[config.mk]
export PLATFORM = sky130hd
export DESIGN_NAME = dmac_ctrl
export DESIGN_NICKNAME = d
export VERILOG_FILES = /design/src/rtl/dmac_ctrl_pkg.sv /design/src/rtl/dmac_wr_decode.sv /design/src/rtl/dmac_regs.sv /design/src/rtl/dmac_svc_arb.sv /design/src/rtl/dmac_ctrl.sv
export SDC_FILE = /design/constraint.sdc
export NUM_CORES = 1
export LEC_CHECK = 0
export BUFFER_PORTS_ARGS = -buffer_cell sky130_fd_sc_hd__clkbuf_2
export CORE_UTILIZATION = 40
export CTS_CLUSTER_DIAMETER = 50
export CTS_CLUSTER_SIZE = 28
export DETAILED_ROUTE_END_ITERATION = 8
export PLACE_DENSITY = 0.74
export SYNTH_ARGS = -nofsm -noshare
export SYNTH_HDL_FRONTEND = slang
export SYNTH_SLANG_ARGS = --single-unit
[constraint.sdc]
create_clock -name clk -period 1.8 [get_ports clk]
set_input_delay 0.18 -clock clk [delete_from_list [all_inputs] [get_ports clk]]
set_output_delay 0.18 -clock clk [all_outputs]
set_load 0.01 [all_outputs]
[src/rtl/dmac_ctrl_pkg.sv]
package dmac_ctrl_pkg;

  // Command bits that may be set in an accepted command byte
  localparam logic [7:0] CMD_ALLOWED = 8'h04;

  // Control offsets (upper half of the register window)
  localparam logic [3:0] OFS_CMD     = 4'd8;
  localparam logic [3:0] OFS_SWREQ   = 4'd9;
  localparam logic [3:0] OFS_SMASK   = 4'd10;
  localparam logic [3:0] OFS_MODE    = 4'd11;
  localparam logic [3:0] OFS_CLRPTR  = 4'd12;
  localparam logic [3:0] OFS_MCLR    = 4'd13;
  localparam logic [3:0] OFS_CLRMASK = 4'd14;
  localparam logic [3:0] OFS_ALLMASK = 4'd15;

  typedef struct packed {
    logic cmd;
    logic swreq;
    logic smask;
    logic mode;
    logic clr_ptr;
    logic mclr;
    logic clr_mask;
    logic all_mask;
    logic rd_stat;
    logic rd_mask;
  } ctl_stb_t;

  function automatic logic cmd_accept(input logic [7:0] d);
    return (d & ~CMD_ALLOWED) == 8'h00;
  endfunction

endpackage

[src/rtl/dmac_wr_decode.sv]
module dmac_wr_decode
  import dmac_ctrl_pkg::*;
#(
  parameter int AW = 4
) (
  input  logic          wr_en,
  input  logic          rd_en,
  input  logic [AW-1:0] addr,
  output ctl_stb_t      stb
);
  logic [3:0] ofs;
  assign ofs = addr[3:0];

  always_comb begin
    stb          = '0;
    stb.cmd      = wr_en && ofs == OFS_CMD;
    stb.swreq    = wr_en && ofs == OFS_SWREQ;
    stb.smask    = wr_en && ofs == OFS_SMASK;
    stb.mode     = wr_en && ofs == OFS_MODE;
    stb.clr_ptr  = wr_en && ofs == OFS_CLRPTR;
    stb.mclr     = wr_en && ofs == OFS_MCLR;
    stb.clr_mask = wr_en && ofs == OFS_CLRMASK;
    stb.all_mask = wr_en && ofs == OFS_ALLMASK;
    stb.rd_stat  = rd_en && ofs == OFS_CMD;
    stb.rd_mask  = rd_en && ofs == OFS_ALLMASK;
  end
endmodule

[src/rtl/dmac_regs.sv]
module dmac_regs
  import dmac_ctrl_pkg::*;
#(
  parameter int NCH = 4
) (
  input  logic             clk,
  input  logic             rst_n,
  input  ctl_stb_t         stb,
  input  logic [7:0]       wdata,
  input  logic             ptr_flip,
  input  logic [NCH-1:0]   ext_rise,
  input  logic [NCH-1:0]   ext_fall,
  input  logic [NCH-1:0]   tc_set,
  output logic [7:0]       cmd_q,
  output logic [NCH-1:0]   mask_q,
  output logic [2*NCH-1:0] stat_q,
  output logic [8*NCH-1:0] mode_q,
  output logic             ptr_q
);
  localparam int CW = $clog2(NCH);
  localparam int SW = 2 * NCH;

  logic [CW-1:0]  ch;
  logic [SW-1:0]  stat_n;
  logic [NCH-1:0] mask_n;

  assign ch = wdata[CW-1:0];

  always_comb begin
    stat_n = stat_q;
    if (stb.rd_stat) stat_n[NCH-1:0] = '0;
    if (stb.swreq) begin
      stat_n[NCH + int'(ch)] = wdata[2];
      stat_n[int'(ch)]       = 1'b0;
    end
    for (int i = 0; i < NCH; i++) begin
      if (ext_rise[i]) stat_n[NCH+i] = 1'b1;
      if (ext_fall[i]) stat_n[NCH+i] = 1'b0;
    end
    stat_n[NCH-1:0] = stat_n[NCH-1:0] | tc_set;
    if (stb.mclr) stat_n = '0;
  end

  always_comb begin
    mask_n = mask_q;
    if (stb.smask)    mask_n[int'(ch)] = wdata[2];
    if (stb.clr_mask) mask_n = '0;
    if (stb.all_mask) mask_n = wdata[NCH-1:0];
    if (stb.mclr)     mask_n = '1;
  end

  always_ff @(posedge clk or negedge rst_n) begin
    if (!rst_n) begin
      cmd_q  <= '0;
      mask_q <= '1;
      stat_q <= '0;
      ptr_q  <= 1'b0;
    end else begin
      stat_q <= stat_n;
      mask_q <= mask_n;
      if (stb.mclr) cmd_q <= '0;
      else if (stb.cmd && cmd_accept(wdata)) cmd_q <= wdata;
      if (stb.mclr || stb.clr_ptr) ptr_q <= 1'b0;
      else if (ptr_flip) ptr_q <= ~ptr_q;
    end
  end

  for (genvar g = 0; g < NCH; g++) begin : g_mode
    always_ff @(posedge clk or negedge rst_n) begin
      if (!rst_n) mode_q[8*g +: 8] <= '0;
      else if (stb.mode && ch == CW'(g)) mode_q[8*g +: 8] <= wdata;
    end
  end
endmodule

[src/rtl/dmac_svc_arb.sv]
module dmac_svc_arb #(
  parameter int NCH = 4
) (
  input  logic           clk,
  input  logic           rst_n,
  input  logic [NCH-1:0] elig,
  input  logic           done,
  output logic [NCH-1:0] sel,
  output logic [NCH-1:0] tc_set
);
  logic [NCH-1:0] grant_q, grant_n, lowest;
  logic           hold;

  assign lowest = elig & (~elig + NCH'(1));
  assign sel    = grant_q & elig;
  assign hold   = |sel;
  assign tc_set = done ? sel : '0;

  always_comb begin
    if (done)      grant_n = '0;
    else if (hold) grant_n = grant_q;
    else           grant_n = lowest;
  end

  always_ff @(posedge clk or negedge rst_n) begin
    if (!rst_n) grant_q <= '0;
    else        grant_q <= grant_n;
  end
endmodule

[src/rtl/dmac_ctrl.sv]
module dmac_ctrl
  import dmac_ctrl_pkg::*;
#(
  parameter int NCH = 4,
  parameter int AW  = 4
) (
  input  logic             clk,
  input  logic             rst_n,
  input  logic             wr_en,
  input  logic             rd_en,
  input  logic [AW-1:0]    addr,
  input  logic [7:0]       wdata,
  output logic [7:0]       rdata,
  input  logic             ptr_flip,
  input  logic [NCH-1:0]   ext_req,
  input  logic             done,
  output logic [NCH-1:0]   svc_sel,
  output logic [7:0]       cmd_q,
  output logic [8*NCH-1:0] mode_all,
  output logic             byte_ptr
);
  localparam int SW = 2 * NCH;

  ctl_stb_t       stb;
  logic [NCH-1:0] mask_q, ext_q, ext_rise, ext_fall, elig, tc_set, req_bits;
  logic [SW-1:0]  stat_q;
  logic           ext_quiet;

  always_ff @(posedge clk or negedge rst_n) begin
    if (!rst_n) ext_q <= '0;
    else        ext_q <= ext_req;
  end

  assign ext_rise  = ext_req & ~ext_q;
  assign ext_fall  = ~ext_req & ext_q;
  assign ext_quiet = (ext_req == ext_q);
  assign req_bits  = stat_q[SW-1:NCH];
  assign elig      = ~mask_q & req_bits;

  dmac_wr_decode #(.AW(AW)) u_dec (
    .wr_en(wr_en), .rd_en(rd_en), .addr(addr), .stb(stb)
  );

  dmac_regs #(.NCH(NCH)) u_regs (
    .clk(clk), .rst_n(rst_n), .stb(stb), .wdata(wdata), .ptr_flip(ptr_flip),
    .ext_rise(ext_rise), .ext_fall(ext_fall), .tc_set(tc_set),
    .cmd_q(cmd_q), .mask_q(mask_q), .stat_q(stat_q), .mode_q(mode_all),
    .ptr_q(byte_ptr)
  );

  dmac_svc_arb #(.NCH(NCH)) u_arb (
    .clk(clk), .rst_n(rst_n), .elig(elig), .done(done),
    .sel(svc_sel), .tc_set(tc_set)
  );

  always_comb begin
    rdata = '0;
    if (stb.rd_stat)      rdata = 8'(stat_q);
    else if (stb.rd_mask) rdata = 8'(mask_q);
  end
endmodule

==> impl_table.tex <==
\begin{tabular}{lr}
\hline
Metric & Value \\
\hline
\multicolumn{2}{l}{\textbf{Global routing}} \\
\quad Wire length of the first global-routing pass & between 10 and 15 mm \\
\quad Initial antenna violation count & 0 \\
\quad Residual overflow from global routing & 0 \\
\quad Largest net degree at the start of global routing & 62 \\
\quad Vias in the first global route & around 2.1k \\
\quad Overall fraction of global-route tracks in use & 18.1\% \\
\multicolumn{2}{l}{\textbf{Critical path}} \\
\quad Critical path capture point & u\_arb.grant\_q[1] \\
\quad Reg-to-reg endpoint & u\_arb.grant\_q[1] \\
\quad Worst Setup End Kind & register \\
\quad Crit path from & u\_regs.mask\_q[3] \\
\quad Slowest stage cell, crit path & sky130\_fd\_sc\_hd\_\_dfstp\_2 \\
\quad Worst path required time & just over 2 ns \\
\quad Worst reg2reg startpoint & u\_regs.mask\_q[3] \\
\quad Critical path class & reg -> reg \\
\quad Worst reg-to-reg setup slack & approximately 0.26 ns \\
\quad Path depth of the worst reg2reg path & 4 \\
\quad Arrival time worst endpoint & between 1.5 and 2 ns \\
\quad Crit-path max FO & 3 \\
\quad Type of element launching the critical path & register \\
\quad Critical-path cell list & nand2b\_1 -> o2111ai\_2 -> or3b\_2 -> a21oi\_1 \\
\quad Peak per-stage delay on the critical path & roughly 0.56 ns \\
\multicolumn{2}{l}{\textbf{Logic synthesis}} \\
\quad Combinational family with the most area after synthesis & simple AND/OR/NAND/NOR gates \\
\quad Post-synth EDFFs & 0 \\
\quad Total nets after synthesis & approximately 270 \\
\quad Synth Area per Inst & 11.9 um\^{}2 \\
\quad Flops \& latches, synth & between 60 and 70 \\
\quad Netlist cell types & between 40 and 50 \\
\quad XOR/XNOR Fraction of Synth Area & less than 1\% \\
\quad Synth Warn \# & 0 \\
\quad Proportion of synthesized chip area in sequential cells & approximately 53\% \\
\quad Simple logic cell fraction of the synthesized area & between 10\% and 20\% \\
\quad Most frequent cells after synthesis & 57 x sky130\_fd\_sc\_hd\_\_dfrtp\_1, 27 x sky130\_fd\_sc\_hd\_\_mux2\_2, 14 x sky130\_fd\_sc\_hd\_\_inv\_1, 12 x sky130\_fd\_sc\_hd\_\_nor2\_1 \\
\quad Portion of netlist area occupied by mux cells & 13.7\% \\
\quad Netlist Area Pre-Place & 0.00288 mm\^{}2 \\
\quad Fraction of synthesized cell area taken by the top area cell type & between 40\% and 50\% \\
\quad Async S/R FF share, synth & 100\% \\
\quad Prevailing post-synth register cell & sky130\_fd\_sc\_hd\_\_dfrtp\_1 \\
\quad Adder-cell area share of the yosys netlist & between 3 and 4\% \\
\quad Synth Area in Compound Gates & slightly below 9\% \\
\quad Largest area contributor in the synthesized netlist & sky130\_fd\_sc\_hd\_\_dfrtp\_1 \\
\quad Cell types with the largest area share after synthesis & sky130\_fd\_sc\_hd\_\_dfrtp\_1 49\%, sky130\_fd\_sc\_hd\_\_mux2\_2 11\%, sky130\_fd\_sc\_hd\_\_dfstp\_2 3.6\%, sky130\_fd\_sc\_hd\_\_ha\_1 3.5\%, sky130\_fd\_sc\_hd\_\_mux2i\_1 3.1\% \\
\quad Number of instances in the synthesized netlist & around 240 \\
\quad Most common cell in the netlist & sky130\_fd\_sc\_hd\_\_dfrtp\_1 \\
\multicolumn{2}{l}{\textbf{CTS}} \\
\quad Count of clock tree sinks & slightly above 60 \\
\quad Num CTS Buffers & 9 \\
\quad Skew-Pair Late Insertion Delay & about 0.34 ns \\
\quad Root buffer selected by CTS & sky130\_fd\_sc\_hd\_\_clkbuf\_8 \\
\quad Post-CTS Setup Bufs & 0 \\
\quad Max Buffers Root-to-Sink & 2 \\
\quad Clock-pin transition on the worst setup and hold timing paths & 0.07 ns \\
\quad TritonCTS clock tree & yes \\
\quad Clock H-tree levels & 3 \\
\multicolumn{2}{l}{\textbf{STA}} \\
\quad Setup-violating endpoint count in the final report & 0 \\
\quad Pins over their slew limit & 0 \\
\quad Setup repair after global routing missed its margin & no \\
\quad Maximum clock skew at final layout & around 0.007 ns \\
\quad Least-Margin Pin Slew & approximately 0.47 ns \\
\quad Max-slew headroom at the worst pin & 68.8\% \\
\quad Final number of hold-violating endpoints & 0 \\
\quad Total negative slack for setup checks & 0 ns \\
\quad Fraction of the cycle the final worst path needs & a little under nine tenths \\
\quad Peak Freq & about 0.65 GHz \\
\quad Final period demand of the worst path & around 1.5 ns \\
\multicolumn{2}{l}{\textbf{Detailed routing}} \\
\quad Total number of vias & $\sim$2.2k \\
\quad Starting DRT DRC Count & 128 \\
\quad Iteration count of the initial detailed-routing pass & 4 \\
\quad Routed Antenna Nets & 0 \\
\quad Residual DRC count & 0 \\
\quad DR WL/cell & 15.0 um \\
\quad Post-detailed-routing wire length & roughly 6.5 mm \\
\quad Vias per cell & 5.08 \\
\multicolumn{2}{l}{\textbf{Pwr}} \\
\quad VDD IR-drop max & approximately 0.4 mV \\
\quad PD cells & roughly 900 mW/mm\^{}2 \\
\quad Lkg Pwr & roughly 1.8 nW \\
\multicolumn{2}{l}{\textbf{Worst hold path}} \\
\quad Number of cells on the worst hold path & 2 \\
\quad Hold crit path type & in -> reg \\
\multicolumn{2}{l}{\textbf{Finish}} \\
\quad NumNets Final & 360 \\
\quad Core utilization of the finished layout & about 53\% \\
\quad Antenna diodes & 0 \\
\quad Fraction of final layout cells with drive strength greater than 1 & around 42\% \\
\quad Post-layout instance count excluding filler cells & around 430 \\
\quad Area added between synthesis and finish & 25.6\% \\
\quad Filler cell count in the final layout & around 610 \\
\multicolumn{2}{l}{\textbf{Floorplanning}} \\
\quad DIE HEIGHT & between 80 and 90 um \\
\quad Area enclosed by the die boundary & around 0.0076 mm\^{}2 \\
\quad Horizontal die dimension & 86.9 um \\
\quad Total number of placement rows & 30 \\
\quad Count of pins on the block boundary & 75 \\
\quad Starting density of the core & around two fifths \\
\quad Core Box Area & $\sim$0.0069 mm\^{}2 \\
\multicolumn{2}{l}{\textbf{Placed design}} \\
\quad Final GP Congestion & just under 0.8 \\
\quad HPWL reported at the end of detailed placement & between 4 and 5 mm \\
\quad Buffers on Ports & 74 \\
\quad Number of placed cells counting well taps & 410 \\
\multicolumn{2}{l}{\textbf{Run status}} \\
\quad Status & finished clean \\
\multicolumn{2}{l}{\textbf{Job}} \\
\quad Max Cap Viol & 0 \\
\hline
\end{tabular}
==> state kept, by name (all words and copies together) (netlist names) <==
| name | count |
|---|---|
| u_regs.ptr_q | 1 |
| u_arb.grant_q | 4 |
| u_regs.mode_q | 32 |
| u_regs.mask_q | 4 |
| u_regs.cmd_q | 8 |
| ext_q | 4 |
| u_regs.stat_q | 8 |
==> per-stage QoR <==
step	area, um^2	total power, mW	hold slack [ns]	setup slack (ns)
after floorplan	2880	1.92	-0.116	0.250
after global placement	3380	2.16	0.213	0.219
after detailed placement	3380	2.17	0.216	0.149
after CTS	3620	3.37	0.0931	0.261
after global routing	3620	3.48	0.110	0.129
final	3620	3.33	0.107	0.257
==> power breakdown <==
| part | switching, mW | total [mW] | leakage [nW] | internal, mW |
|---|---|---|---|---|
| Combinational | 0.272 | 0.529 | 0.941 | 0.256 |
| Sequential | 0.0958 | 1.62 | 0.800 | 1.53 |
| Clock | 0.541 | 1.18 | 0.0923 | 0.636 |
| Total | 0.909 | 3.33 | 1.83 | 2.42 |
==> layout by cell type (no fill, tap or decap), types with 7 or more instances in the layout <==
master / synthesis / final
sky130_fd_sc_hd__clkbuf_2: 0 / 74
sky130_fd_sc_hd__dfrtp_1: 57 / 57
sky130_fd_sc_hd__mux2_2: 27 / 27
sky130_fd_sc_hd__inv_1: 14 / 14
sky130_fd_sc_hd__nor2_1: 12 / 12
sky130_fd_sc_hd__nand2_1: 11 / 11
sky130_fd_sc_hd__and2_1: 11 / 11
sky130_fd_sc_hd__mux2i_1: 9 / 9
sky130_fd_sc_hd__clkbuf_8: 0 / 9
sky130_fd_sc_hd__nor2b_1: 8 / 8
sky130_fd_sc_hd__ha_1: 8 / 8
sky130_fd_sc_hd__nand3_1: 7 / 7
==> logic make-up (layout without fill, tap and decap cells) <==
kind of cell / Yosys count / in the layout
simple gates: 82 / 82
flops: 61 / 61
compound gates: 32 / 32
mux: 36 / 36
xor+xnor: 1 / 1
fa+ha+maj: 8 / 8
buf+inv: 22 / 115
==> critical path, delay by kind of cell (launching register included) <==
kind | cells | cell delay [ns]
flops | 1 | 0.56
simple gates | 2 | 0.65
compound gates | 2 | 0.26
==> cell type report <==
type | instances | area (um^2) | area share [%]
Multi-Input combinational cell | 159 | 1250 | 34.5
Clock buffer | 10 | 128 | 3.52
Inverter | 14 | 52.6 | 1.45
Timing Repair Buffer | 85 | 478 | 13.2
Tap cell | 96 | 120 | 3.32
Clock inverter | 6 | 63.8 | 1.76
Sequential cell | 61 | 1530 | 42.3
==> worst min-delay path by stage <==
stage | endpoint | slack, ns | startpoint
6_report | u_arb.grant_q[1] | 0.11 | done
5_1_grt | u_regs.ptr_q | 0.11 | ptr_flip
4_1_cts | u_arb.grant_q[1] | 0.09 | done
3_5_place_dp | ext_q[2] | 0.22 | rst_n
3_3_place_gp | ext_q[2] | 0.21 | rst_n
2_1_floorplan | ext_q[0] | -0.12 | rst_n
==> metal layers <==
metal	vias to the layer above	share of wire [%]	track usage [%]
met3	6	4.2	4.55
met2	55	49	28.5
li1	1037	-	-
met5	-	0	0
met1	1093	46	24.7
met4	0	1.2	5.61
==> timing repair <==
| action | 4_1_cts | 5_1_grt |
|---|---|---|
| hold endpoints to repair | 61 | 0 |
| resized for setup | 0 | 0 |
| hold buffers | 5 | 0 |
No activity file was read; power rests on OpenSTA's default activity.
